===== src/rtl/fcrw_pkg.sv =====
package fcrw_pkg;

  // Which frequency code drives the synthesizer.
  typedef enum logic {
    SRC_STRAP = 1'b0,
    SRC_SOFT  = 1'b1
  } code_src_e;

  // Source selected after a timeout, from the rollback policy bit.
  function automatic code_src_e rollback_src(input logic keep_soft);
    return keep_soft ? SRC_SOFT : SRC_STRAP;
  endfunction

endpackage


===== src/rtl/fcrw_countdown.sv =====
module fcrw_countdown #(
  parameter int TMO_W         = 4,
  parameter int TICKS_PER_SEC = 1000
) (
  input  logic             clk,
  input  logic             rst_n,
  input  logic             tick,
  input  logic             start,
  input  logic             stop,
  input  logic [TMO_W-1:0] start_sec,
  output logic             running,
  output logic             expire
);

  logic [TMO_W-1:0] sec_left;
  logic             sub_zero;
  logic             advance;
  logic             sub_reload;
  logic             sub_dec;

  assign advance    = running & tick & ~stop & ~start;
  assign sub_reload = start | (advance & sub_zero);
  assign sub_dec    = advance & ~sub_zero;
  assign expire     = advance & sub_zero & (sec_left == TMO_W'(1));

  // Sub-second divider only exists when a second spans several ticks.
  generate
    if (TICKS_PER_SEC > 1) begin : g_sub
      localparam int SUB_W = $clog2(TICKS_PER_SEC);
      localparam logic [SUB_W-1:0] SUB_LAST = SUB_W'(TICKS_PER_SEC - 1);
      logic [SUB_W-1:0] sub_cnt;
      always_ff @(posedge clk) begin
        if (!rst_n)          sub_cnt <= '0;
        else if (sub_reload) sub_cnt <= SUB_LAST;
        else if (sub_dec)    sub_cnt <= sub_cnt - SUB_W'(1);
      end
      assign sub_zero = (sub_cnt == '0);
    end else begin : g_nosub
      assign sub_zero = 1'b1;
    end
  endgenerate

  always_ff @(posedge clk) begin
    if (!rst_n) begin
      running  <= 1'b0;
      sec_left <= '0;
    end else if (stop) begin
      running  <= 1'b0;
    end else if (start) begin
      running  <= 1'b1;
      sec_left <= start_sec;
    end else if (advance && sub_zero) begin
      if (sec_left == TMO_W'(1)) running  <= 1'b0;
      else                       sec_left <= sec_left - TMO_W'(1);
    end
  end

endmodule


===== src/rtl/fcrw_pulse.sv =====
module fcrw_pulse #(
  parameter int PULSE_TICKS = 6
) (
  input  logic clk,
  input  logic rst_n,
  input  logic tick,
  input  logic fire,
  output logic active
);

  localparam int CNT_W = $clog2(PULSE_TICKS + 1);
  localparam logic [CNT_W-1:0] CNT_LOAD = CNT_W'(PULSE_TICKS);

  logic [CNT_W-1:0] remain;

  always_ff @(posedge clk) begin
    if (!rst_n)                    remain <= '0;
    else if (fire)                 remain <= CNT_LOAD;
    else if (tick && remain != '0) remain <= remain - CNT_W'(1);
  end

  assign active = (remain != '0);

endmodule


===== src/rtl/fcrw_code_sel.sv =====
module fcrw_code_sel
  import fcrw_pkg::*;
#(
  parameter int CODE_W = 5
) (
  input  logic              clk,
  input  logic              rst_n,
  input  logic              capture,
  input  logic              rollback,
  input  logic              keep_soft,
  input  logic [CODE_W-1:0] hw_code,
  input  logic [CODE_W-1:0] sw_code,
  output logic              use_sw,
  output logic [CODE_W-1:0] freq_code
);

  code_src_e         src;
  logic [CODE_W-1:0] held_sw;

  always_ff @(posedge clk) begin
    if (!rst_n) begin
      src     <= SRC_STRAP;
      held_sw <= '0;
    end else if (capture) begin
      src     <= SRC_SOFT;
      held_sw <= sw_code;
    end else if (rollback) begin
      src     <= rollback_src(keep_soft);
    end
  end

  assign use_sw    = (src == SRC_SOFT);
  assign freq_code = use_sw ? held_sw : hw_code;

endmodule


===== src/rtl/fcr_watchdog.sv =====
module fcr_watchdog #(
  parameter int CODE_W        = 5,
  parameter int TMO_W         = 4,
  parameter int TICKS_PER_SEC = 1000,
  parameter int PULSE_TICKS   = 6
) (
  input  logic              clk,
  input  logic              rst_n,
  input  logic              tick,
  input  logic [TMO_W-1:0]  tmo_field,
  input  logic              revert_last,
  input  logic              sel_write,
  input  logic              prog_enable,
  input  logic [CODE_W-1:0] hw_code,
  input  logic [CODE_W-1:0] sw_code,
  output logic              rst_pulldown,
  output logic              alarm,
  output logic              use_sw,
  output logic [CODE_W-1:0] freq_code
);

  logic change_evt;
  logic field_off;
  logic arm;
  logic expire;
  logic running;

  assign change_evt = sel_write | prog_enable;
  assign field_off  = (tmo_field == '0);
  assign arm        = change_evt & ~field_off;

  fcrw_countdown #(
    .TMO_W        (TMO_W),
    .TICKS_PER_SEC(TICKS_PER_SEC)
  ) u_cnt (
    .clk      (clk),
    .rst_n    (rst_n),
    .tick     (tick),
    .start    (arm),
    .stop     (field_off),
    .start_sec(tmo_field),
    .running  (running),
    .expire   (expire)
  );

  fcrw_pulse #(
    .PULSE_TICKS(PULSE_TICKS)
  ) u_pulse (
    .clk   (clk),
    .rst_n (rst_n),
    .tick  (tick),
    .fire  (expire),
    .active(rst_pulldown)
  );

  fcrw_code_sel #(
    .CODE_W(CODE_W)
  ) u_sel (
    .clk      (clk),
    .rst_n    (rst_n),
    .capture  (change_evt),
    .rollback (expire),
    .keep_soft(revert_last),
    .hw_code  (hw_code),
    .sw_code  (sw_code),
    .use_sw   (use_sw),
    .freq_code(freq_code)
  );

  // Alarm: set by expiry, cleared when software zeroes the field.
  always_ff @(posedge clk) begin
    if (!rst_n)         alarm <= 1'b0;
    else if (field_off) alarm <= 1'b0;
    else if (expire)    alarm <= 1'b1;
  end

endmodule


===== config.mk =====
export PLATFORM = sky130hd
export DESIGN_NAME = fcr_watchdog
export DESIGN_NICKNAME = d
export VERILOG_FILES = /design/src/rtl/fcrw_pkg.sv /design/src/rtl/fcrw_countdown.sv /design/src/rtl/fcrw_pulse.sv /design/src/rtl/fcrw_code_sel.sv /design/src/rtl/fcr_watchdog.sv
export SDC_FILE = /design/constraint.sdc
export NUM_CORES = 1
export LEC_CHECK = 0
export BUFFER_PORTS_ARGS = -buffer_cell sky130_fd_sc_hd__buf_4
export CORE_MARGIN = 2
export CORE_UTILIZATION = 42
export CTS_BUF_LIST = sky130_fd_sc_hd__clkbuf_8 sky130_fd_sc_hd__clkbuf_16
export CTS_CLUSTER_SIZE = 28
export DETAILED_ROUTE_END_ITERATION = 8
export MAX_ROUTING_LAYER = met4
export PLACE_DENSITY = 0.69
export SYNTH_ARGS = -nofsm -noshare
export SYNTH_HDL_FRONTEND = slang
export SYNTH_SLANG_ARGS = --single-unit

===== constraint.sdc =====
create_clock -name clk -period 4.8 [get_ports clk]
set_input_delay 0.24 -clock clk [delete_from_list [all_inputs] [get_ports clk]]
set_output_delay 0.24 -clock clk [all_outputs]
set_load 0.005 [all_outputs]

==> run summary <==
For the number of pins with negative max-slew slack in the final report, the log shows 0. After Yosys synthesis, full adders, half adders and majority gates account for 5.07% of the synthesized area. The post-placement setup slack is 2.86 ns. Data on the critical path is required at its endpoint by 4.97 ns.

After synthesis, flip-flops and latches occupy 33.8% of the total area. In this run the static leakage power is 0.000699 uW. The filler cells instantiated in the layout total 343. The logs give 18.3% for the total routing usage reported by global routing and 0 for the count of cells resized by post-cts repair.

Setup total negative slack on the finished layout was measured at 0 ns. The headroom to the max-slew limit is 40.8%. For the cell count after synthesis, the log shows 179. The peak fanout along the critical path works out to 7. For hold timing, the worst endpoint is u_sel.held_sw[3]$_SDFFE_PN0P_. Across the run, the number of max-cap violations was 0.

The first detailed-routing pass ran for 4 iterations. The worst register-to-register path ends at u_pulse.remain[0]$_SDFFE_PP0P_. The logs give 0 for the final hold violation count and 0 for the antenna diode instance count.

The data arrival time of the worst path came out at 2.04 ns. The hold buffer count at CTS was 0; the number of core rows was 21. Entering global routing, the biggest net connects 16 pins.

The clock edge transition at the registers on the reported setup and hold paths is 0.09 ns, and the total of flip-flops plus latches after synthesis is 25. The routability congestion estimate from global placement is 0.907. In this run the tool buffered the top-level ports with 27 buffer cells. The async set-or-reset flop fraction in the synthesized netlist came out at 0%. Summing the areas of all and, or, nand and nor instances in the mapped netlist gives 28.4% of the synthesized area. The detailed router finished its first iteration with 45 violations.

The worst setup path is of the flop to flop kind. Summed over all layers, the global routing overflow is 0. The final layout contains routed wiring with a total length of 3.47 mm. The die width is 63.4 microns, and the remaining antenna violation count is 0.

The post-route total power is 546 uW, and the signed area change from the synthesized netlist to the final layout is 17.8%. Clock skew on the completed layout was measured at 0.00406 ns. The worst path meets setup with 2.93 ns of slack. In this run the count of I/O pins placed on the die edge is 28.

The worst hold path begins at sw_code[3]. The number of clock buffers added by TritonCTS is 3. The logs give 1 for the level count of the clock H-tree and 2.54 mm for the post-DP HPWL. The achievable clock frequency is 536 MHz, and the power density of the placed cells is 313 mW/mm^2. The synthesized netlist devotes 1.18% of its cell area to XOR and XNOR gates. The die is 63.4 microns tall. The run gives 0 as the number of remaining DRC errors. For the reg2reg setup slack, the log shows 2.93 ns. The worst path uses 38.9% of the clock period. The flow ran to the end, and the final reports show no timing, DRC or antenna violations. In the synthesized netlist the dominant register cell turns out to be sky130_fd_sc_hd__dfxtp_1. The synthesized netlist devotes 20.6% of its cell area to compound gates. The worst-margin pin slew was 0.885 ns. The overall die area is 0.00402 sq mm. By area, the combinational part of the netlist is dominated by simple AND/OR/NAND/NOR gates. The via-per-instance ratio works out to 5.63.

CTS placed an instance of sky130_fd_sc_hd__clkbuf_8 at the clock tree root. The clock reaches the later pin of the worst-skew pair after 0.27 ns. After synthesis the cells add up to 0.00148 sq mm. The run gives 248 as the number of non-filler instances in the completed layout.

The tools report the startpoint of the most critical register-to-register path as u_cnt.g_sub.sub_cnt[2]$_SDFFE_PN0P_. IR analysis of the VDD net gives a maximum drop of 155 uV. Logic depth of the worst register-to-register path: 4. Core footprint: 0.00336 sq mm. In this run the post-CTS setup repair buffer count came out at 0. The average instance in the mapped netlist occupies 8.27 sq um. The longest clock path from root to sink contains 2 buffers. For this run, the number of Yosys warnings is 0. Post-detailed-route wirelength per cell: 14.0 microns. The number of placed instances, taps included, is 244. The number of sinks driven by the clock tree is 25.

TritonCTS built the clock tree. The initial antenna violation count is 0. Setup repair after global routing left no endpoint under its margin. For this configuration, the core starts out at a cell density of 44.0%. The post-route netlist has 21.8% of its cells at a drive strength greater than 1.

The depth of the worst hold-timing path was 3. After the last flow step, the layout net total stands at 229. The min-delay analysis places its worst path in the category input pin to flop. The tools report the critical path startpoint category as a flop. The mux contribution to synthesized area works out to 5.24%.

The worst setup path is captured at a flop. The number of different library cells in the post-synthesis netlist was 42; the first-pass GRT wire length was 5.94 mm. The core utilization of the finished layout is 51.8%.

The number of nets in the synthesized netlist is 205. The number of enable-type register cells in the synthesized netlist came out at 0. The number of setup violations in the final report was 0; the minimum clock period after layout was 1.87 ns. The tools report the number of global-route vias before repair as 1357.

The detailed router placed 1396 vias in this run.
-- cell usage after synthesis (2+ instances only) --
cell	number	area, sq um
sky130_fd_sc_hd__a211oi_1	5	37.5
sky130_fd_sc_hd__a21oi_1	16	80.1
sky130_fd_sc_hd__a221oi_2	2	30.0
sky130_fd_sc_hd__and2_1	4	25.0
sky130_fd_sc_hd__and3_1	3	18.8
sky130_fd_sc_hd__clkbuf_1	5	18.8
sky130_fd_sc_hd__dfxtp_1	25	500
sky130_fd_sc_hd__ha_1	6	75.1
sky130_fd_sc_hd__inv_1	11	41.3
sky130_fd_sc_hd__mux2_2	6	67.6
sky130_fd_sc_hd__nand2_1	19	71.3
sky130_fd_sc_hd__nand3_1	7	35.0
sky130_fd_sc_hd__nand4_1	2	12.5
sky130_fd_sc_hd__nor2_1	9	33.8
sky130_fd_sc_hd__nor3_1	8	40.0
sky130_fd_sc_hd__nor3b_1	2	15.0
sky130_fd_sc_hd__nor4_1	6	37.5
sky130_fd_sc_hd__o211ai_1	3	22.5
sky130_fd_sc_hd__o21a_1	2	15.0
sky130_fd_sc_hd__o21ai_0	8	40.0
sky130_fd_sc_hd__o31ai_1	3	22.5
sky130_fd_sc_hd__or3_1	5	31.3
sky130_fd_sc_hd__or4_1	3	22.5
-- routing by layer --
| metal | track usage [%] | vias to the layer above | part of all wire, % | wire (microns) |
|---|---|---|---|---|
| met2 | 30.8 | 26 | 47 | 1630 |
| met5 | - | - | 0 | 0 |
| li1 | - | 708 | - | - |
| met1 | 23.3 | 656 | 48 | 1680 |
| met3 | 2.50 | 6 | 3.5 | 120 |
| met4 | 4.08 | 0 | 1.0 | 35 |
-- layout make-up --
| class | count | area, sq um | share of cell area (%) |
|---|---|---|---|
| Clock buffer | 3 | 41.3 | 2.37 |
| Tap cell | 46 | 57.6 | 3.30 |
| Multi-Input combinational cell | 135 | 896 | 51.4 |
| Sequential cell | 25 | 500 | 28.7 |
| Timing Repair Buffer | 27 | 203 | 11.6 |
| Inverter | 11 | 41.3 | 2.37 |
| Clock inverter | 1 | 3.75 | 0.215 |
-- cells by family after synthesis --
group	Yosys count
and+or+nand+nor	75
muxes	7
AOI/OAI and AO/OA	45
buffers and inverters	19
adders and majority gates	6
xor gates and xnor gates	2
DFF	25
-- power breakdown --
group | internal (uW) | switching, uW
combinational | 87.7 | 80.1
sequential | 232 | 20.3
clock | 57.3 | 68.2
total | 377 | 169
-- placed cells by master, fill, tap and decap left out, types with 2 or more instances in the layout --
cell                       count
sky130_fd_sc_hd__o211ai_1      3
sky130_fd_sc_hd__nor3_1        8
sky130_fd_sc_hd__nand4_1       2
sky130_fd_sc_hd__nor3b_1       2
sky130_fd_sc_hd__and2_1        4
sky130_fd_sc_hd__o31ai_1       3
sky130_fd_sc_hd__mux2_2        6
sky130_fd_sc_hd__a21oi_1      16
sky130_fd_sc_hd__o21a_1        2
sky130_fd_sc_hd__nor2_1        9
sky130_fd_sc_hd__clkbuf_8      3
sky130_fd_sc_hd__or3_1         5
sky130_fd_sc_hd__ha_1          6
sky130_fd_sc_hd__nand3_1       7
sky130_fd_sc_hd__nor4_1        6
sky130_fd_sc_hd__a221oi_2      2
sky130_fd_sc_hd__buf_4        27
sky130_fd_sc_hd__inv_1        12
sky130_fd_sc_hd__or4_1         3
sky130_fd_sc_hd__dfxtp_1      25
sky130_fd_sc_hd__a211oi_1      5
sky130_fd_sc_hd__and3_1        3
sky130_fd_sc_hd__nand2_1      19
sky130_fd_sc_hd__o21ai_0       8
-- per-stage QoR --
stage	area, sq um	hold slack, ns
5_1_grt	1740	0.216
2_1_floorplan	1480	0.380
6_report	1740	0.216
4_1_cts	1740	0.217
3_5_place_dp	1700	0.441
3_3_place_gp	1700	0.435
-- worst max-delay path, stage by stage, from the launching register on --
cell and delay [ns]:
sky130_fd_sc_hd__dfxtp_1 0.39, sky130_fd_sc_hd__nor4_4 0.47, sky130_fd_sc_hd__and4_1 0.43, sky130_fd_sc_hd__nand3_1 0.21
sky130_fd_sc_hd__and3_1 0.27
-- worst max path at each step --
stage               cells after the start                           startpoint                                  end
global route                            4  u_cnt.g_sub.sub_cnt[2]$_SDFFE_PN0P_       u_pulse.remain[0]$_SDFFE_PP0P_
finish                                  4  u_cnt.g_sub.sub_cnt[2]$_SDFFE_PN0P_       u_pulse.remain[0]$_SDFFE_PP0P_
detailed placement                      5                          prog_enable  u_cnt.g_sub.sub_cnt[3]$_SDFFE_PP0P_
floorplan                               5  u_cnt.g_sub.sub_cnt[2]$_SDFFE_PN0P_  u_cnt.g_sub.sub_cnt[5]$_SDFFE_PN0P_
global placement                        5                         tmo_field[0]  u_cnt.g_sub.sub_cnt[0]$_SDFFE_PN0P_
CTS                                     4  u_cnt.g_sub.sub_cnt[2]$_SDFFE_PN0P_       u_pulse.remain[0]$_SDFFE_PP0P_
-- sequential cells by signal, indices dropped and copies added (netlist names) --
| register | flops |
|---|---|
| u_cnt.g_sub.sub_cnt | 10 |
| alarm | 1 |
| u_cnt.running | 1 |
| u_sel.held_sw | 5 |
| u_pulse.remain | 3 |
| u_cnt.sec_left | 4 |
| u_sel.use_sw | 1 |
(Power assumes the default switching activity.)
